--- src/rtl/srt_pkg.sv ---
`timescale 1ns/1ps
package srt_pkg;

  localparam int SHUT_LO_W = 16;

  function automatic int imax(input int a, input int b);
    return (a > b) ? a : b;
  endfunction

  // half-row accumulator + 1 for the doubled row length
  function automatic int row_len_w(input int col_w, input int hb_w);
    return imax(col_w, imax(hb_w + 1, 11)) + 2;
  endfunction

  function automatic int frame_rows_w(input int row_w, input int vb_w, input int swu_w);
    return imax(row_w + 1, imax(vb_w + 1, SHUT_LO_W + swu_w + 1)) + 1;
  endfunction

  function automatic logic [1:0] bin_norm(input logic [1:0] code);
    return (code == 2'd2) ? 2'd0 : code;
  endfunction

  function automatic logic [10:0] hbmin_lut(input logic [1:0] rb, input logic [1:0] cb);
    logic [10:0] base;
    logic [10:0] cut;
    case (bin_norm(rb))
      2'd1:    base = 11'd796;
      2'd3:    base = 11'd1488;
      default: base = 11'd450;
    endcase
    case (bin_norm(cb))
      2'd1:    cut = 11'd20;
      2'd3:    cut = 11'd30;
      default: cut = 11'd0;
    endcase
    return base - cut;
  endfunction

  // 41 + 99 + 346 * (rb + 1)
  function automatic logic [10:0] row_floor(input logic [1:0] rb);
    case (bin_norm(rb))
      2'd1:    return 11'd832;
      2'd3:    return 11'd1524;
      default: return 11'd486;
    endcase
  endfunction

endpackage

--- src/rtl/srt_even_ceil.sv ---
`timescale 1ns/1ps
module srt_even_ceil #(
  parameter int N_W = 12,
  parameter int S_W = 3,
  parameter int O_W = N_W + 1
) (
  input  logic [N_W-1:0] size_i,
  input  logic [S_W-1:0] skip_i,
  output logic [O_W-1:0] dim_o
);
  localparam int A_W = N_W + S_W + 3;

  logic [A_W-1:0] num, den, quo;

  always_comb begin
    num = A_W'(size_i) + A_W'(1);
    den = (A_W'(skip_i) + A_W'(1)) << 1;
    quo = (num + den - A_W'(1)) / den;
    if (quo == '0) quo = A_W'(1);
    dim_o = O_W'(quo << 1);
  end
endmodule

--- src/rtl/srt_geom_calc.sv ---
`timescale 1ns/1ps
module srt_geom_calc #(
  parameter int COL_W  = 12,
  parameter int ROW_W  = 12,
  parameter int SKIP_W = 3,
  parameter int HB_W   = 12,
  parameter int VB_W   = 12,
  parameter int SWU_W  = 4,
  parameter int W_W    = COL_W + 1,
  parameter int H_W    = ROW_W + 1,
  parameter int RLEN_W = srt_pkg::row_len_w(COL_W, HB_W),
  parameter int FR_W   = srt_pkg::frame_rows_w(ROW_W, VB_W, SWU_W)
) (
  input  logic                          clk_i,
  input  logic                          rst_ni,
  input  logic [COL_W-1:0]              col_size_i,
  input  logic [SKIP_W-1:0]             col_skip_i,
  input  logic [ROW_W-1:0]              row_size_i,
  input  logic [SKIP_W-1:0]             row_skip_i,
  input  logic [HB_W-1:0]               hblank_i,
  input  logic [VB_W-1:0]               vblank_i,
  input  logic [SWU_W-1:0]              shut_hi_i,
  input  logic [srt_pkg::SHUT_LO_W-1:0] shut_lo_i,
  input  logic [1:0]                    row_bin_i,
  input  logic [1:0]                    col_bin_i,
  output logic [W_W-1:0]                w_o,
  output logic [H_W-1:0]                h_o,
  output logic [RLEN_W-1:0]             row_len_o,
  output logic [FR_W-1:0]               frame_rows_o
);
  localparam int HBU_W  = srt_pkg::imax(HB_W + 1, 11);
  localparam int HALF_W = RLEN_W - 1;
  localparam int SW_W   = srt_pkg::SHUT_LO_W + SWU_W;
  localparam int CMP_W  = srt_pkg::imax(SW_W, H_W) + 2;

  logic [W_W-1:0]    w_c;
  logic [H_W-1:0]    h_c;
  logic [HBU_W-1:0]  hb_eff, hb_min, hb_use;
  logic [HALF_W-1:0] half_act, half_flr, half_use;
  logic [SW_W-1:0]   sw_raw, sw;
  logic [FR_W-1:0]   vb_eff, vb_min;
  logic              vld_q;

  srt_even_ceil #(.N_W(COL_W), .S_W(SKIP_W), .O_W(W_W)) u_width (
    .size_i(col_size_i), .skip_i(col_skip_i), .dim_o(w_c)
  );

  srt_even_ceil #(.N_W(ROW_W), .S_W(SKIP_W), .O_W(H_W)) u_height (
    .size_i(row_size_i), .skip_i(row_skip_i), .dim_o(h_c)
  );

  always_comb begin
    hb_eff   = HBU_W'(hblank_i) + HBU_W'(1);
    hb_min   = HBU_W'(srt_pkg::hbmin_lut(row_bin_i, col_bin_i));
    hb_use   = (hb_eff > hb_min) ? hb_eff : hb_min;
    half_act = HALF_W'(w_c >> 1) + HALF_W'(hb_use);
    half_flr = HALF_W'(srt_pkg::row_floor(row_bin_i));
    half_use = (half_act > half_flr) ? half_act : half_flr;

    sw_raw = {shut_hi_i, shut_lo_i};
    sw     = (sw_raw == '0) ? SW_W'(1) : sw_raw;
    // max(8, sw - h) + 1
    if (CMP_W'(sw) > CMP_W'(h_c) + CMP_W'(8))
      vb_min = FR_W'(CMP_W'(sw) - CMP_W'(h_c) + CMP_W'(1));
    else
      vb_min = FR_W'(9);
    vb_eff = FR_W'(vblank_i) + FR_W'(1);
  end

  always_ff @(posedge clk_i or negedge rst_ni) begin
    if (!rst_ni) begin
      vld_q        <= 1'b0;
      w_o          <= '0;
      h_o          <= '0;
      row_len_o    <= '0;
      frame_rows_o <= '0;
    end else begin
      vld_q        <= 1'b1;
      w_o          <= w_c;
      h_o          <= h_c;
      row_len_o    <= {half_use, 1'b0};
      frame_rows_o <= FR_W'(h_c) + ((vb_eff > vb_min) ? vb_eff : vb_min);
    end
  end

  p_dims_even_r2: assert property (@(posedge clk_i) disable iff (!rst_ni)
    vld_q |-> (w_o[0] == 1'b0 && h_o[0] == 1'b0 && w_o != '0 && h_o != '0));

  p_row_floor_r4: assert property (@(posedge clk_i) disable iff (!rst_ni)
    vld_q |-> (row_len_o >= RLEN_W'(972) && row_len_o > RLEN_W'(w_o)));

  p_vblank_min_r6: assert property (@(posedge clk_i) disable iff (!rst_ni)
    vld_q |-> (frame_rows_o >= FR_W'(h_o) + FR_W'(9)));
endmodule

--- src/rtl/srt_scan_ctr.sv ---
`timescale 1ns/1ps
module srt_scan_ctr #(
  parameter int W_W    = 13,
  parameter int H_W    = 13,
  parameter int RLEN_W = 15,
  parameter int FR_W   = 22
) (
  input  logic              clk_i,
  input  logic              rst_ni,
  input  logic [W_W-1:0]    w_i,
  input  logic [H_W-1:0]    h_i,
  input  logic [RLEN_W-1:0] row_len_i,
  input  logic [FR_W-1:0]   frame_rows_i,
  output logic              primed_o,
  output logic              in_blank_o,
  output logic [FR_W-1:0]   row_o,
  output logic [RLEN_W-1:0] col_o,
  output logic [W_W-1:0]    sh_w_o,
  output logic [H_W-1:0]    sh_h_o
);
  logic              init_q, primed_q, in_blank_q;
  logic [FR_W-1:0]   row_q;
  logic [RLEN_W-1:0] col_q;
  logic [W_W-1:0]    sh_w_q;
  logic [H_W-1:0]    sh_h_q;
  logic [RLEN_W-1:0] sh_rlen_q;
  logic [FR_W-1:0]   sh_frows_q;
  logic              col_last, row_last, blank_entry, load_shadow;

  always_comb begin
    col_last    = (col_q >= sh_rlen_q - RLEN_W'(1));
    row_last    = (row_q >= sh_frows_q - FR_W'(1));
    blank_entry = !in_blank_q && (row_q == FR_W'(sh_h_q) - FR_W'(1));
    load_shadow = primed_q ? (col_last && blank_entry) : init_q;
  end

  // geometry only moves at the end of the last active row
  always_ff @(posedge clk_i or negedge rst_ni) begin
    if (!rst_ni) begin
      sh_w_q     <= '0;
      sh_h_q     <= '0;
      sh_rlen_q  <= '0;
      sh_frows_q <= '0;
    end else if (load_shadow) begin
      sh_w_q     <= w_i;
      sh_h_q     <= h_i;
      sh_rlen_q  <= row_len_i;
      sh_frows_q <= frame_rows_i;
    end
  end

  always_ff @(posedge clk_i or negedge rst_ni) begin
    if (!rst_ni) begin
      init_q     <= 1'b0;
      primed_q   <= 1'b0;
      in_blank_q <= 1'b0;
      row_q      <= '0;
      col_q      <= '0;
    end else begin
      init_q <= 1'b1;
      if (!primed_q) begin
        primed_q <= init_q;
      end else if (col_last) begin
        col_q <= '0;
        if (row_last) begin
          row_q      <= '0;
          in_blank_q <= 1'b0;
        end else if (blank_entry) begin
          // blank rows are counted against the newly loaded height
          row_q      <= FR_W'(h_i);
          in_blank_q <= 1'b1;
        end else begin
          row_q <= row_q + FR_W'(1);
        end
      end else begin
        col_q <= col_q + RLEN_W'(1);
      end
    end
  end

  assign primed_o   = primed_q;
  assign in_blank_o = in_blank_q;
  assign row_o      = row_q;
  assign col_o      = col_q;
  assign sh_w_o     = sh_w_q;
  assign sh_h_o     = sh_h_q;

  p_col_step_r4: assert property (@(posedge clk_i) disable iff (!rst_ni)
    (primed_q && !col_last) |=> (col_q == $past(col_q) + RLEN_W'(1)));

  p_col_wrap_r4: assert property (@(posedge clk_i) disable iff (!rst_ni)
    (primed_q && col_last) |=> (col_q == '0));

  p_row_bound_r10: assert property (@(posedge clk_i) disable iff (!rst_ni)
    primed_q |-> (row_q < sh_frows_q));

  p_blank_rows_r6: assert property (@(posedge clk_i) disable iff (!rst_ni)
    in_blank_q |-> (row_q >= FR_W'(sh_h_q)));

  p_shadow_hold_r9: assert property (@(posedge clk_i) disable iff (!rst_ni)
    (primed_q && !in_blank_q && (row_q + FR_W'(1) < FR_W'(sh_h_q)))
      |=> ($stable(sh_w_q) && $stable(sh_h_q) && $stable(sh_rlen_q) && $stable(sh_frows_q)));
endmodule

--- src/rtl/srt_strobes.sv ---
`timescale 1ns/1ps
module srt_strobes #(
  parameter int W_W    = 13,
  parameter int H_W    = 13,
  parameter int RLEN_W = 15,
  parameter int FR_W   = 22
) (
  input  logic              primed_i,
  input  logic              in_blank_i,
  input  logic [FR_W-1:0]   row_i,
  input  logic [RLEN_W-1:0] col_i,
  input  logic [W_W-1:0]    w_i,
  input  logic [H_W-1:0]    h_i,
  output logic              line_valid_o,
  output logic              frame_valid_o,
  output logic              row_start_o,
  output logic              frame_start_o
);
  logic in_width, last_act_row;

  always_comb begin
    in_width      = col_i < RLEN_W'(w_i);
    last_act_row  = row_i == FR_W'(h_i) - FR_W'(1);
    line_valid_o  = primed_i && !in_blank_i && in_width;
    frame_valid_o = primed_i && !in_blank_i && (!last_act_row || in_width);
    row_start_o   = primed_i && (col_i == '0);
    frame_start_o = primed_i && (col_i == '0) && (row_i == '0);
  end
endmodule

--- src/rtl/sensor_readout_timing.sv ---
`timescale 1ns/1ps
module sensor_readout_timing #(
  parameter int COL_W  = 12,
  parameter int ROW_W  = 12,
  parameter int SKIP_W = 3,
  parameter int HB_W   = 12,
  parameter int VB_W   = 12,
  parameter int SWU_W  = 4,
  localparam int W_W    = COL_W + 1,
  localparam int H_W    = ROW_W + 1,
  localparam int RLEN_W = srt_pkg::row_len_w(COL_W, HB_W),
  localparam int FR_W   = srt_pkg::frame_rows_w(ROW_W, VB_W, SWU_W)
) (
  input  logic                          clk_i,
  input  logic                          rst_ni,
  input  logic [COL_W-1:0]              col_size_i,
  input  logic [SKIP_W-1:0]             col_skip_i,
  input  logic [ROW_W-1:0]              row_size_i,
  input  logic [SKIP_W-1:0]             row_skip_i,
  input  logic [HB_W-1:0]               hblank_i,
  input  logic [VB_W-1:0]               vblank_i,
  input  logic [SWU_W-1:0]              shut_hi_i,
  input  logic [srt_pkg::SHUT_LO_W-1:0] shut_lo_i,
  input  logic [1:0]                    row_bin_i,
  input  logic [1:0]                    col_bin_i,
  output logic                          line_valid_o,
  output logic                          frame_valid_o,
  output logic                          row_start_o,
  output logic                          frame_start_o,
  output logic [FR_W-1:0]               row_cnt_o,
  output logic [RLEN_W-1:0]             col_cnt_o
);
  logic [W_W-1:0]    geo_w, sh_w;
  logic [H_W-1:0]    geo_h, sh_h;
  logic [RLEN_W-1:0] geo_rlen;
  logic [FR_W-1:0]   geo_frows;
  logic              primed, in_blank;

  srt_geom_calc #(
    .COL_W(COL_W), .ROW_W(ROW_W), .SKIP_W(SKIP_W), .HB_W(HB_W), .VB_W(VB_W),
    .SWU_W(SWU_W), .W_W(W_W), .H_W(H_W), .RLEN_W(RLEN_W), .FR_W(FR_W)
  ) u_geom (
    .clk_i(clk_i), .rst_ni(rst_ni),
    .col_size_i(col_size_i), .col_skip_i(col_skip_i),
    .row_size_i(row_size_i), .row_skip_i(row_skip_i),
    .hblank_i(hblank_i), .vblank_i(vblank_i),
    .shut_hi_i(shut_hi_i), .shut_lo_i(shut_lo_i),
    .row_bin_i(row_bin_i), .col_bin_i(col_bin_i),
    .w_o(geo_w), .h_o(geo_h), .row_len_o(geo_rlen), .frame_rows_o(geo_frows)
  );

  srt_scan_ctr #(.W_W(W_W), .H_W(H_W), .RLEN_W(RLEN_W), .FR_W(FR_W)) u_scan (
    .clk_i(clk_i), .rst_ni(rst_ni),
    .w_i(geo_w), .h_i(geo_h), .row_len_i(geo_rlen), .frame_rows_i(geo_frows),
    .primed_o(primed), .in_blank_o(in_blank),
    .row_o(row_cnt_o), .col_o(col_cnt_o),
    .sh_w_o(sh_w), .sh_h_o(sh_h)
  );

  srt_strobes #(.W_W(W_W), .H_W(H_W), .RLEN_W(RLEN_W), .FR_W(FR_W)) u_strb (
    .primed_i(primed), .in_blank_i(in_blank),
    .row_i(row_cnt_o), .col_i(col_cnt_o),
    .w_i(sh_w), .h_i(sh_h),
    .line_valid_o(line_valid_o), .frame_valid_o(frame_valid_o),
    .row_start_o(row_start_o), .frame_start_o(frame_start_o)
  );

  p_lv_in_fv_r7: assert property (@(posedge clk_i) disable iff (!rst_ni)
    line_valid_o |-> frame_valid_o);

  p_fs_with_rs_r8: assert property (@(posedge clk_i) disable iff (!rst_ni)
    frame_start_o |-> (row_start_o && line_valid_o && row_cnt_o == '0));

  p_fs_pulse_r8: assert property (@(posedge clk_i) disable iff (!rst_ni)
    frame_start_o |=> !frame_start_o);

  p_lv_rise_col0_r2: assert property (@(posedge clk_i) disable iff (!rst_ni)
    $rose(line_valid_o) |-> (col_cnt_o == '0));

  p_rs_col0_r10: assert property (@(posedge clk_i) disable iff (!rst_ni)
    row_start_o |-> (col_cnt_o == '0));
endmodule

--- config.mk ---
export PLATFORM = sky130hd
export DESIGN_NAME = sensor_readout_timing
export DESIGN_NICKNAME = d
export VERILOG_FILES = /design/src/rtl/srt_pkg.sv /design/src/rtl/srt_even_ceil.sv /design/src/rtl/srt_geom_calc.sv /design/src/rtl/srt_scan_ctr.sv /design/src/rtl/srt_strobes.sv /design/src/rtl/sensor_readout_timing.sv
export SDC_FILE = /design/constraint.sdc
export NUM_CORES = 1
export LEC_CHECK = 0
export CAP_MARGIN = 20
export CORE_MARGIN = 4
export CORE_UTILIZATION = 40
export DETAILED_ROUTE_END_ITERATION = 6
export SETUP_SLACK_MARGIN = 0.3
export SYNTH_ARGS = -nofsm -noshare
export SYNTH_HDL_FRONTEND = slang
export SYNTH_SLANG_ARGS = --single-unit
--- constraint.sdc ---
create_clock -name clk_i -period 9.15 [get_ports clk_i]
set_input_delay 1.83 -clock clk_i [delete_from_list [all_inputs] [get_ports clk_i]]
set_output_delay 1.83 -clock clk_i [all_outputs]
set_load 0.1 [all_outputs]
# After elaboration in Yosys (flattened, before gate mapping)

Cells that the tools add are included.

Flip-flop bits (word level): 160
Bits of input ports: 80

Add/subtract/negate cells: 21
Divide/modulo/power cells: 2
Magnitude comparators: 7
Equality and inequality tests: 7
Mux-type cells: 19
Reductions and logical operators: 18

Operator list:

| kind                                                                 | number |
|---|---|
| 22-bit 2-to-1 mux                                                    | 4 |
| 12-bit by 1-bit adder with 13-bit output, second input constant      | 4 |
| 22-bit by 1-bit adder with 22-bit output, second input constant      | 2 |
| 11-bit case mux with 2 select lines                                  | 2 |
| 18-bit by 5-bit adder with 18-bit output                             | 2 |
| 18-bit by 18-bit divider with 18-bit output                          | 2 |
| 18-bit zero test                                                     | 2 |
| 18-bit by 1-bit subtractor with 18-bit output, second input constant | 2 |
| 12-bit 2-to-1 mux                                                    | 2 |
| 13-bit by 22-bit adder with 22-bit output                            | 1 |
| 22-bit == test                                                       | 1 |
| 22-bit >= comparator                                                 | 1 |
| 20-bit by 22-bit greater-than comparator with 1-bit output           | 1 |
| 22-bit greater-than comparator                                       | 1 |
| 22-bit zero test                                                     | 1 |
| 22-bit by 1-bit subtractor with 22-bit output, second input constant | 1 |
| 20-bit by 13-bit subtractor with 21-bit output                       | 1 |
| 20-bit zero test                                                     | 1 |
| 20-bit 2-to-1 mux                                                    | 1 |
| 15-bit by 1-bit adder with 15-bit output, second input constant      | 1 |
| 15-bit >= comparator                                                 | 1 |
| 15-bit zero test                                                     | 1 |
| 15-bit by 13-bit < comparator with 1-bit output                      | 1 |
| 15-bit 2-to-1 mux                                                    | 1 |
| other kinds (21)                                                     | 37 |

# Longest topological paths before layout

Depth after elaboration: 12
Gate-level depth with buffers: 221
Depth with buffers taken out: 212

# Hierarchy

A second synthesis with hierarchy kept.

Cell total of the unflattened synthesis: 3437
Area, all modules: 27664.0 µm²

Modules (own cells, without submodules):

| module                          | instances | cells each | area an instance (µm²) | seq. area each (µm²) |
|---|---|---|---|---|
| srt_even_ceil (u_geom.u_height) | 1         | 1009       | 7001.7                 | 0.0 |
| srt_scan_ctr                    | 1         | 636        | 6690.2                 | 2577.5 |
| srt_geom_calc                   | 1         | 766        | 6567.5                 | 1551.5 |
| srt_even_ceil (u_geom.u_width)  | 1         | 898        | 6496.2                 | 0.0 |
| srt_strobes                     | 1         | 128        | 908.4                  | 0.0 |

# Worst setup path before layout

OpenSTA, ideal clock, no wires.

Path kind: input -> register
From: input row_skip_i[0]
To: register u_geom.frame_rows_o[21]
Library setup time: 0.119 ns
Data arrival time: 39.196 ns
Required time: 9.031 ns
Setup slack: -30.165 ns
Cell stages on the path: 205
Cells stage by stage: ha_1 > xnor2_1 > ha_1 > inv_1 > ha_1 > o2bb2ai_1 > and3_1 > a211oi_2 > nor3_2 > o21ai_1 > inv_1 > ha_1 > a22oi_1 > ha_1 > o21ai_0 > nor2b_1 > or2_2 > o21ai_0 > [... 169 more ...] > and4b_1 > nand4_1 > nor2_1 > clkbuf_1 > nand2_1 > o21ai_0 > ha_1 > inv_1 > fa_1 > inv_1 > a21oi_1 > o21bai_1 > a21oi_1 > o211ai_1 > a221oi_2 > o211ai_1 > a21oi_1 > o21a_1

Cells in the longest elaborated chain, start to end: 12
Elaborated cells on any way between the ends: 14
Those cells by class: add/sub: 7; div: 1; order compare: 2; mux: 3; reduce/logical: 1

Ends and longest elaborated chain:

| what                                                                                                                   | RTL line                                 | RTL |
|---|---|---|
| start: declaration                                                                                                     | sensor_readout_timing.sv:19              | `input logic [SKIP_W-1:0] row_skip_i,` |
| 3-bit by 1-bit adder with 4-bit output *                                                                               | srt_even_ceil.sv:17                      | `den = (A_W'(skip_i) + A_W'(1)) << 1;` |
| 18-bit by 5-bit adder with 18-bit output                                                                               | srt_even_ceil.sv:18                      | `quo = (num + den - A_W'(1)) / den;` |
| 18-bit by 1-bit subtractor with 18-bit output                                                                          | srt_even_ceil.sv:18                      |  |
| 18-bit by 18-bit divider with 18-bit output *                                                                          | srt_even_ceil.sv:18                      |  |
| 18-bit zero test                                                                                                       | srt_even_ceil.sv:19                      | `if (quo == '0) quo = A_W'(1);` |
| 12-bit 2-to-1 mux *                                                                                                    | srt_even_ceil.sv:19                      |  |
| via u_geom.h_c[11]                                                                                                     | srt_geom_calc.sv:37                      | `logic [H_W-1:0] h_c;` |
| 20-bit by 13-bit subtractor with 21-bit output or 13-bit by 4-bit adder with 14-bit output (tied branches)             | srt_geom_calc.sv:64, srt_geom_calc.sv:63 |  |
| 22-bit by 1-bit adder with 22-bit output or 20-bit by 22-bit greater-than comparator with 1-bit output (tied branches) | srt_geom_calc.sv:64, srt_geom_calc.sv:63 |  |
| 22-bit 2-to-1 mux                                                                                                      | srt_geom_calc.sv:63                      | `if (CMP_W'(sw) > CMP_W'(h_c) + CMP_W'(8))` |
| 22-bit greater-than comparator                                                                                         | srt_geom_calc.sv:82                      | `frame_rows_o <= FR_W'(h_c) + ((vb_eff > vb_min) ? vb_eff : vb_min);` |
| 22-bit 2-to-1 mux                                                                                                      | srt_geom_calc.sv:82                      |  |
| 13-bit by 22-bit adder with 22-bit output *                                                                            | srt_geom_calc.sv:82                      |  |
| end signal: assignment                                                                                                 | srt_geom_calc.sv:82                      |  |
| end: declaration                                                                                                       | srt_geom_calc.sv:29                      | `output logic [FR_W-1:0] frame_rows_o` |

The timed path passes the listed nets; every way through them passes the cells marked *.
A chain may end at the register's enable or synchronous reset.

# Final worst setup path

From: input row_size_i[0]
To: register u_geom.frame_rows_o[18]

Cells in the longest elaborated chain, start to end: 12
Elaborated cells on any way between the ends: 14
Those cells by class: add/sub: 7; div: 1; order compare: 2; mux: 3; reduce/logical: 1

Ends and longest elaborated chain:

| what                                                                                                                   | RTL line                                 | RTL |
|---|---|---|
| start: declaration                                                                                                     | sensor_readout_timing.sv:18              | `input logic [ROW_W-1:0] row_size_i,` |
| 12-bit by 1-bit adder with 13-bit output *                                                                             | srt_even_ceil.sv:16                      | `num = A_W'(size_i) + A_W'(1);` |
| 18-bit by 5-bit adder with 18-bit output *                                                                             | srt_even_ceil.sv:18                      |  |
| 18-bit by 1-bit subtractor with 18-bit output *                                                                        | srt_even_ceil.sv:18                      |  |
| 18-bit by 18-bit divider with 18-bit output *                                                                          | srt_even_ceil.sv:18                      |  |
| 18-bit zero test                                                                                                       | srt_even_ceil.sv:19                      |  |
| 12-bit 2-to-1 mux *                                                                                                    | srt_even_ceil.sv:19                      |  |
| via u_geom.h_c[11]                                                                                                     | srt_geom_calc.sv:37                      |  |
| 20-bit by 13-bit subtractor with 21-bit output or 13-bit by 4-bit adder with 14-bit output (tied branches)             | srt_geom_calc.sv:64, srt_geom_calc.sv:63 |  |
| 22-bit by 1-bit adder with 22-bit output or 20-bit by 22-bit greater-than comparator with 1-bit output (tied branches) | srt_geom_calc.sv:64, srt_geom_calc.sv:63 |  |
| 22-bit 2-to-1 mux                                                                                                      | srt_geom_calc.sv:63                      |  |
| 22-bit greater-than comparator                                                                                         | srt_geom_calc.sv:82                      |  |
| 22-bit 2-to-1 mux                                                                                                      | srt_geom_calc.sv:82                      |  |
| 13-bit by 22-bit adder with 22-bit output *                                                                            | srt_geom_calc.sv:82                      |  |

Marks and branches as above.

==> flow_summary.yaml <==
outcome:
  outcome: "finished with violations"
  violations: "setup timing"
grt:
  use_met1_pct: 32.3
  groute.usage.overall_pct: 25.0
  use_met2_pct: 45.0
  grt_pass1_vias: 29256
  antenna_found_initial: 0
  grt-ovfl-total: 0
  grt_pass1_wl_um: 142000
  top_usage_layer: "met2"
  gr-usage-met3_pct: 1.62
  grt_max_degree: 114
critical_path:
  cp_common_cell: "buf_4"
  endpoint: "u_geom.frame_rows_o[18]"
  cp_slowest_stage_delay_ns: 0.51
  crit_type: "in2reg"
  cp.arrival_ns: 35.20
  startpoint: "row_size_i[0]"
  cp_slowest_cell: "or4b_4"
  crit_required_ns: 9.50
  startpoint_type: "input port"
  r2r_cells: 16
  r2r_end: "u_scan.sh_rlen_q[10]"
  rrSetupSlack_ns: 4.13
  endpoint_kind: "flop"
  crit_fanout: 6
  reg2reg_from: "u_scan.sh_rlen_q[3]"
timing:
  min_period_ns: 34.85
  clock_skew_ns: 0.00900
  rsz0062_at_grt: "yes"
  drv_slew: 0
  hold_violations: 0
  finalCritPeriodShare_pct: 381
  setup_viol: 60
  fmax_mhz: 28.7
  max_slew_margin_pct: 30.7
  postLayoutSetupSlackWorst_ns: -25.70
  tightest_slew_ns: 1.04
die:
  ioPinCount: 121
  core_area_um2: 61800
  dieWidth_um: 258
  dieArea_um2: 66600
  row_count: 91
  die_y_um: 258
  start_util_pct: 40.5
detailed_routing:
  viasPerCell: 5.46
  drt_iter0_drc: 1782
  wl_um: 90300
  via_count: 29683
  wl_per_cell_um: 16.6
  drc: 0
  drtAntennaViolNets: 0
  dr.pass1.iters: 5
placement:
  dpl_cell_area_um2: 36200
  place_congestion: 0.949
  io_buffers: 120
  dp_hpwl_um: 70600
clock_tree:
  htreeDepth: 4
  path_clk_slew_ns: 0.07
  cts_tree: "built"
  clk_path_buf_depth: 2
  clk_latency_ns: 0.43
  numCtsBuffers: 17
  clkSinkCount: 160
  root_buffer: "clkbuf_16"
  hold_buffers: 0
final_layout:
  utilization_pct: 65.6
  antennaDiodeCount: 0
  layout.nets: 4977
  area_delta_synth_final_pct: 62.1
  layout-drive-gt1-share_pct: 43.0
  fin_area_um2: 40600
synthesis:
  syn_area_per_cell_um2: 7.86
  yosys_warnings: 0
  synth_seq_cells: 160
  ys_async_sr_fraction_pct: 100
  synth_cells: 3183
  synth.distinct_cells: 130
  synth_area_um2: 25000
  synth_edf_count: 0
  synth_area_leader_cell: "dfrtp_1"
  syn_nets: 3569
  synthFlopType: "dfrtp_1"
  yosysTopAreaCellShare_pct: 16.0
  yosys-top-cells-area: "dfrtp_1 (16%), ha_1 (15%), xnor2_1 (5.1%)"
  ys_seq_area_share_pct: 16.0
hold_path:
  min_path_type: "reg2reg"
job:
  max_cap_viol_count: 0
area by class of cell:
class	instances	area, um^2
Sequential cell	160	4000
Timing Repair Buffer	1469	11700
Multi-Input combinational cell	2766	22500
Clock buffer	17	425
Clock inverter	14	219
Fill cell	5078	21300
Tap cell	837	1050
Inverter	177	714
stage by stage:
stage               std cells  setup TNS [ns]  worst slack, ns  hold slack [ns]
CTS                      5324        -1131.44           -25.00            0.474
global placement         5155        -1163.05           -25.37            0.460
finish                   5440        -1153.20           -25.70            0.471
detailed placement       5155        -1218.21           -26.77            0.464
floorplan                3183        -1179.83           -26.59            0.437
global route             5440        -1236.72           -27.42            0.491
cell usage in the layout (no fill, tap or decap), drive strengths merged, types with 13 or more instances in the layout:
cell type / n
mux2: 98
o211ai: 34
and3: 69
a21o: 78
inv: 182
clkdlybuf4s50: 93
o211a: 13
nand2: 219
nor2: 261
clkbuf: 20
nor2b: 33
xor2: 97
mux2i: 42
dlymetal6s2s: 17
ha: 300
nor4: 62
a21boi: 18
xnor2: 145
or2: 43
a31oi: 32
a211oi: 31
buf: 1356
dfrtp: 160
a21oi: 198
and2: 32
nand2b: 48
nand4: 61
o21a: 83
or3: 26
o21bai: 27
nor3b: 21
nand3: 101
nor3: 146
o21ai: 195
o31ai: 35
Yosys cell counts, types with 8 or more instances:
master,n
a21oi_2,8
a211oi_1,25
o211a_1,11
o21ai_1,21
xor2_1,97
o211ai_1,32
and3_1,69
nor2b_1,33
nor3_1,138
nor4_1,56
or3_1,24
inv_2,8
buf_2,12
or2_2,42
ha_1,300
nand2b_1,48
nor3b_1,21
nand4_1,60
nor4b_1,10
o21bai_1,27
a211o_1,11
a21o_1,78
o21a_1,82
a31oi_1,30
inv_1,166
xnor2_1,145
a21oi_1,190
clkbuf_1,58
nand2_1,214
o2111ai_1,8
o21ai_0,172
or4_1,9
o22ai_1,9
and2_1,31
and4_1,12
a21boi_0,15
mux2_2,95
a31o_2,11
dfrtp_1,160
mux2i_1,39
nand3_1,95
o31ai_1,34
a22oi_1,8
nor2_1,258
registers in the layout, indices dropped and copies added (netlist names), 12 cells and up:
signal,count
u_scan.sh_h_o,12
u_geom.w_o,12
u_scan.sh_frows_q,22
u_scan.sh_rlen_q,14
u_scan.sh_w_o,12
u_geom.row_len_o,14
u_geom.frame_rows_o,22
u_geom.h_o,12
u_scan.row_o,22
u_scan.col_o,15
how the worst min path moves through the flow:
stage	startpoint	end	slack [ns]	cells after the start
6_report	u_geom.frame_rows_o[5]	u_scan.sh_frows_q[5]	0.47	1
5_1_grt	u_geom.frame_rows_o[8]	u_scan.sh_frows_q[8]	0.49	1
4_1_cts	u_geom.frame_rows_o[5]	u_scan.sh_frows_q[5]	0.47	1
3_5_place_dp	u_geom.w_o[4]	u_scan.sh_w_o[4]	0.46	1
3_3_place_gp	u_geom.w_o[5]	u_scan.sh_w_o[5]	0.46	1
2_1_floorplan	u_scan.init_q	u_scan.primed_o	0.44	1
worst max-delay path: cells and delay by family:
family	cells	cell delay [ns]
buffers and inverters	35	3.72
XOR/XNOR	4	0.73
multiplexers	2	0.49
AND/OR/NAND/NOR	59	9.93
adder cells (fa/ha/maj)	23	5.87
AO/OA/AOI/OAI	80	12.56
logic make-up after synthesis:
logic type | share of synthesized area [%]
mux | 6.20
other cells | 0.0150
fa+ha+maj | 15.6
buf+inv | 4.03
simple gates | 25.2
compound gates | 24.5
flops | 16.0
xor+xnor | 8.47
layer usage:
metal | part of all wire [%] | up-vias
li1 | - | 14699
met1 | 44 | 14180
met2 | 50 | 650
met3 | 3.1 | 154
met4 | 2.3 | 0
met5 | 0 | -
what timing repair did:
item	4_1_cts	5_1_grt
gates cloned	0	1
buffers inserted	138	114
pin swaps	148	248
endpoints found under the hold margin	0	0
endpoints found under the setup margin	60	60
gates resized for setup	125	293
Power is not shown: default switching activity piles up to over one toggle a cycle in this logic, so the estimate is an artifact.
